[src/rtl/gpr_pkg.sv]
package gpr_pkg;
  localparam int GPR_COUNT  = 8;
  localparam int GPR_DATA_W = 8;

  typedef enum logic {
    WSRC_UCODE = 1'b0,
    WSRC_INSTR = 1'b1
  } wr_src_e;
endpackage

[src/rtl/gpr_we_steer.sv]
module gpr_we_steer #(
  parameter int NREG = 8,
  localparam int IW = $clog2(NREG)
) (
  input  logic            clk,
  input  logic            rst,
  input  logic [NREG-1:0] uc_we,
  input  logic            dst_ovr,
  input  logic [IW-1:0]   ir_dst,
  output logic [NREG-1:0] eff_we
);
  import gpr_pkg::*;

  function automatic logic [NREG-1:0] idx_to_onehot(input logic [IW-1:0] idx);
    logic [NREG-1:0] v;
    v = '0;
    for (int k = 0; k < NREG; k++) v[k] = (idx == IW'(k));
    return v;
  endfunction

  wr_src_e         src;
  logic [NREG-1:0] dec_we;

  assign src    = dst_ovr ? WSRC_INSTR : WSRC_UCODE;
  assign dec_we = idx_to_onehot(ir_dst);

  always_comb begin
    unique case (src)
      WSRC_INSTR: eff_we = dec_we;
      default:    eff_we = uc_we;
    endcase
  end

  // exactly one enable, the one named by the destination field
  a_r2_single_target: assert property (@(posedge clk) disable iff (rst)
    dst_ovr |-> ($countones(eff_we) == 1 && eff_we[ir_dst]));
endmodule

[src/rtl/gpr_port_sel.sv]
module gpr_port_sel #(
  parameter int IW = 3
) (
  input  logic          ovr,
  input  logic [IW-1:0] ir_fld,
  input  logic [IW-1:0] uc_fld,
  output logic [IW-1:0] sel
);
  function automatic logic [IW-1:0] choose(input logic o,
                                           input logic [IW-1:0] a,
                                           input logic [IW-1:0] b);
    return o ? a : b;
  endfunction

  assign sel = choose(ovr, ir_fld, uc_fld);
endmodule

[src/rtl/gpr_array.sv]
module gpr_array #(
  parameter int NREG = 8,
  parameter int DW   = 8,
  localparam int IW = $clog2(NREG)
) (
  input  logic               clk,
  input  logic               rst,
  input  logic [NREG-1:0]    we,
  input  logic [DW-1:0]      wdata,
  input  logic [IW-1:0]      sel_a,
  input  logic [IW-1:0]      sel_b,
  output logic [DW-1:0]      rdata_a,
  output logic [DW-1:0]      rdata_b,
  output logic [NREG*DW-1:0] contents
);
  logic [DW-1:0] q [NREG];

  for (genvar g = 0; g < NREG; g++) begin : g_reg
    always_ff @(posedge clk) begin
      if (rst)        q[g] <= '0;
      else if (we[g]) q[g] <= wdata;
    end
    assign contents[g*DW +: DW] = q[g];

    // an enabled register captures the write bus
    a_r3_capture: assert property (@(posedge clk) disable iff (rst)
      we[g] |=> (q[g] == $past(wdata)));
    // a register without an enable keeps its value
    a_r4_hold: assert property (@(posedge clk) disable iff (rst)
      !we[g] |=> $stable(q[g]));
  end

  assign rdata_a = q[sel_a];
  assign rdata_b = q[sel_b];
endmodule

[src/rtl/gpr_override_file.sv]
module gpr_override_file #(
  parameter int NREG = gpr_pkg::GPR_COUNT,
  parameter int DW   = gpr_pkg::GPR_DATA_W,
  localparam int IW = $clog2(NREG)
) (
  input  logic            clk,
  input  logic            rst,
  input  logic [NREG-1:0] uc_we,
  input  logic            dst_ovr,
  input  logic [IW-1:0]   uc_sel_a,
  input  logic            ovr_a,
  input  logic [IW-1:0]   uc_sel_b,
  input  logic            ovr_b,
  input  logic [IW-1:0]   ir_dst,
  input  logic [IW-1:0]   ir_src1,
  input  logic [IW-1:0]   ir_src2,
  input  logic [DW-1:0]   wr_data,
  output logic [DW-1:0]   rd_a,
  output logic [DW-1:0]   rd_b
);
  logic [NREG-1:0]    eff_we;
  logic [IW-1:0]      eff_sel_a;
  logic [IW-1:0]      eff_sel_b;
  logic [NREG*DW-1:0] contents;

  gpr_we_steer #(.NREG(NREG)) u_steer (
    .clk(clk), .rst(rst), .uc_we(uc_we), .dst_ovr(dst_ovr),
    .ir_dst(ir_dst), .eff_we(eff_we)
  );

  gpr_port_sel #(.IW(IW)) u_sel_a (
    .ovr(ovr_a), .ir_fld(ir_src1), .uc_fld(uc_sel_a), .sel(eff_sel_a)
  );

  gpr_port_sel #(.IW(IW)) u_sel_b (
    .ovr(ovr_b), .ir_fld(ir_src2), .uc_fld(uc_sel_b), .sel(eff_sel_b)
  );

  gpr_array #(.NREG(NREG), .DW(DW)) u_array (
    .clk(clk), .rst(rst), .we(eff_we), .wdata(wr_data),
    .sel_a(eff_sel_a), .sel_b(eff_sel_b),
    .rdata_a(rd_a), .rdata_b(rd_b), .contents(contents)
  );

  // reset empties the whole file
  a_r1_clear: assert property (@(posedge clk) rst |=> (contents == '0));
  // port A data tracks the chosen register number
  a_r5_port_a: assert property (@(posedge clk) disable iff (rst)
    rd_a == contents[(ovr_a ? ir_src1 : uc_sel_a)*DW +: DW]);
  // port B data tracks the chosen register number
  a_r6_port_b: assert property (@(posedge clk) disable iff (rst)
    rd_b == contents[(ovr_b ? ir_src2 : uc_sel_b)*DW +: DW]);
  // under override, registers other than the target stay unchanged
  a_r2_no_stray: assert property (@(posedge clk) disable iff (rst)
    dst_ovr |=> ((contents ^ $past(contents)) &
                 ~({{(NREG-1)*DW{1'b0}}, {DW{1'b1}}} << ($past(ir_dst)*DW))) == '0);
endmodule

[config.mk]
export PLATFORM = sky130hd
export DESIGN_NAME = gpr_override_file
export DESIGN_NICKNAME = d
export VERILOG_FILES = /design/src/rtl/gpr_pkg.sv /design/src/rtl/gpr_we_steer.sv /design/src/rtl/gpr_port_sel.sv /design/src/rtl/gpr_array.sv /design/src/rtl/gpr_override_file.sv
export SDC_FILE = /design/constraint.sdc
export NUM_CORES = 1
export LEC_CHECK = 0
export ABC_AREA = 1
export BUFFER_PORTS_ARGS = -buffer_cell sky130_fd_sc_hd__buf_2
export CORE_ASPECT_RATIO = 0.5
export CORE_UTILIZATION = 24
export DETAILED_ROUTE_END_ITERATION = 12
export PLACE_DENSITY = 0.41
export SLEW_MARGIN = 10
export SYNTH_ARGS = -nofsm -noshare
export SYNTH_HDL_FRONTEND = slang
export SYNTH_HIERARCHICAL = 1
export SYNTH_SLANG_ARGS = --single-unit
[constraint.sdc]
create_clock -name clk -period 1.1 [get_ports clk]
set_input_delay 0.11 -clock clk [delete_from_list [all_inputs] [get_ports clk]]
set_output_delay 0.11 -clock clk [all_outputs]
set_load 0.01 [all_outputs]
---- Word level (Yosys, flattened, before mapping) ----
Memories as Yosys holds them, arrays and structs flattened.
Cells that the tools add are included.
Widths: inputs -> output; s select.
word-level totals
  bits in latches ......................... 0
  bits of input ports ..................... 36
  logic and storage cells ................. 55
  flip-flop bits (word level) ............. 0
  memories ................................ 1
  output and inout port bits .............. 16
  bits in read-only memories .............. 0
  bits in writable memories ............... 64
memories
  name       words  bits a word  rd ports  clocked after memory_dff  write ports  line             RTL
  u_array.q  8      8            2         0                         8            gpr_array.sv:16  logic [DW-1:0] q [NREG];
cells by class
  shifts and indexed selects .............. 0
  eq/ne operators ......................... 7
  reductions and logical operators ........ 1
  divide/modulo/power cells ............... 0
  muxes and demuxes ....................... 38
  $lt $le $gt $ge ......................... 0
  add/sub/neg operators ................... 0
  $mul .................................... 0
  bitwise gates (word level) .............. 8
operators by type and width
  cell                number
  $mux 8              9
  $mux 1              27
  $eq 3x3->1 const B  4
  $or 1x1->1          8
  $eq 3x2->1 const B  2
  $mux 3              2
  $eq 3x1->1 const B  1
  $logic_not 3->1     1

---- Longest topological paths before layout ----
  depth after elaboration ................. 6
  mapped depth ............................ 11

---- By module ----
The synthesis kept the hierarchy.
by module, submodules not included
  module        cells each  sequential area each (um^2)  times used  area an instance (um^2)
  gpr_array     517         1921.8                       1           3843.7
  gpr_we_steer  34          0.0                          1           136.4
  gpr_port_sel  10          0.0                          2           37.5

---- Worst setup path after synthesis ----
No wires, ideal clock.
  kind .................................... input port to flip-flop
  start point ............................. input port dst_ovr
  end point ............................... memory u_array.q[2][0] (enable)
  cell stages on the path ................. 5
  data arrival time ....................... 0.720 ns
  data required time ...................... 0.829 ns
  slack ................................... 0.109 ns
  cells stage by stage .................... inv_2 nor2_4 nand2_1 nand2_1 or2_2
RTL lines
  what             line                    RTL
  start, declared  gpr_override_file.sv:9  input logic dst_ovr,
  end, declared    gpr_array.sv:16

==> flow_summary.ini <==
[outcome]
outcome = complete, but fails checks
violations = setup timing

[sta]
finalHoldViolations = 0
fin_crit_sh_pct = 131.5
max-slew-margin-rel_pct = 74.70
tightest_slew_ns = 0.3791
rsz0062_at_grt = true
setup_viol = 16
fmax_mhz = 691.2
min_period_ns = 1.447
worst_slack_ns = -0.3468
finalMaxSlewViolations = 0

[global_routing]
grt-ovfl-total = 0
grt_pass1_vias = 3655
grt_max_degree = 33
grt_usage_pct = 16.63
antenna_found_initial = 0
grt_pass1_wl_mm = 21.25

[clock_tree]
ctsHtreeMaxLevel = 3
cts_buffer_depth = 2
clk_pin_slew_ns = 0.05
clock_sinks = 64
cts_tree = done
numCtsBuffers = 9
hold_buffers = 0
post_cts_buffers = 0
cts-root-buf = clkbuf_16

[worst_setup_path]
required_ns = 0.99
crit_top_cell = nand2_1
crit_cells = 7
startpoint_type = flop
slowest_stage = edfxtp_1
crit_buf_inv = 2
slowest_delay_ns = 0.49
end_kind = output pin
critPathKind = reg -> out
path_cells = inv_2 > nand2_1 > nand3_1 > nand2_1 > nand2_1 > nand2_1 > buf_2
cp_top_family = flip-flops
crit_fanout = 2
arrival_ns = 1.34

[die]
die_y_um = 93.92
initial_core_util_pct = 24.68
die_x_um = 185.8
ios = 52
dieArea_sq_mm = 0.01745
rows = 33
floorplan.core_area_sq_mm = 0.01643

[logic_synthesis]
yosysSeqAreaShare_pct = 47.39
syn_area_per_cell_sq_um = 7.102
synth_area_sq_mm = 0.004055
ys_seq_elements = 64
syn_nets = 607
yosys_warnings = 6
yosysUniqueCellTypes = 13
synthCells = 571

[detailed_routing]
postRouteAntennaNets = 0
vias = 3698
vias_per_cell = 4.251
routed_wl_mm = 13.73
firstDrtPassIters = 4
route.detailed.drc = 0
wl_per_cell_um = 15.78
drt_iter0_markers = 321

[place]
place_ws_ns = -0.3304
hpwl_mm = 10.17
portBuffers = 51
gp_congestion = 0.8342

[pwr]
vdd_drop_max_mv = 0.5338
cellPowerDensity_mw_per_mm2 = 1492
power_mw = 7.808
p_leak_nw = 2.636

[job]
drv_cap = 0

[cells_and_area]
area_growth_pct = 29.10
top_regs = u_array/q (64)
regMostFlops = u_array/q
fin_nets = 675
n_antenna_cell = 0
final_core_utilization_pct = 31.86
largest_reg_flops = 64
drive_gt1_share_pct = 27.68

[min_path]
worstHoldPathCells = 3
hold_path.class = in -> reg
==> cells by family after synthesis <==
family / Yosys count / synth area share [%]
compound gates: 1 / 0.1233
simple gates: 398 / 39.49
flops: 64 / 47.39
buf+inv: 108 / 12.99
==> where the power goes <==
part	leakage, nW	total [mW]	switching (mW)	internal, mW
clock network	0.149	2.94	0.979	1.96
registers	0.658	3.03	0.0990	2.94
logic	1.83	1.83	1.15	0.681
total	2.64	7.81	2.23	5.58
==> metal layers <==
layer  vias to the layer above  global-route usage [%]  wire length [um]
met3                         4                   2.636               872
met5                         -                       0                 0
met1                      1714                   24.93              6971
met4                         0                   3.005                55
met2                       104                   25.00              5827
li1                       1876                       -                 -
==> final cells by class <==
cell class | instances | area (sq um)
Sequential cell | 64 | 1922
Clock inverter | 4 | 70.07
Tap cell | 227 | 284.0
Inverter | 86 | 332.8
Fill cell | 1856 | 11200
Multi-Input combinational cell | 399 | 1714
Clock buffer | 11 | 232.7
Timing Repair Buffer | 79 | 679.4
==> path summary, 6_finish.rpt <==
kind / startpoint / end
setup / recovery: u_array/q[5][0] / rd_b[0]
hold / removal: wr_data[5] / u_array/q[1][5]
==> Yosys cell counts, drive strengths merged <==
cell	count	area share (%)
nand3	64	7.9
edfxtp	64	47
nand2	258	24
or2	8	1.2
inv	86	8.1
buf	22	4.8
o21ai	1	0.12
nor2	68	6.5
==> through the flow <==
step	TNS, ns	hold slack [ns]	std cells	instance area (sq um)
after floorplan	0	0.3990	571	4055
after global placement	-11.08	0.5812	854	4763
after detailed placement	-11.73	0.5897	854	4763
after CTS	-4.584	0.2518	870	5122
after global routing	-5.499	0.2670	870	5235
final	-4.343	0.2394	870	5235
==> repair_timing <==
action / in CTS / in global routing
resized for setup: 28 / 51
endpoints found under the setup margin: 16 / 16
pin swaps: 29 / 23
gates cloned: 1 / 0
==> cell usage in the layout (no fill, tap or decap) <==
cell type / instances
bufinv_16: 2
nand2_2: 21
or2_2: 8
inv_1: 40
buf_4: 14
o21ai_1: 1
nand3_1: 56
inv_2: 43
inv_4: 2
clkbuf_16: 9
clkbuf_1: 2
nand3_2: 8
edfxtp_1: 64
nand2_1: 235
nor2_1: 67
nand2_4: 2
clkinv_2: 2
buf_2: 46
buf_16: 1
buf_6: 5
buf_12: 13
inv_6: 1
nor2_4: 1
==> worst min-delay path, cell delays in order <==
cell	delay [ns]
buf_2	0.08
inv_1	0.13
nor2_1	0.13
(Power assumes the default switching activity.)
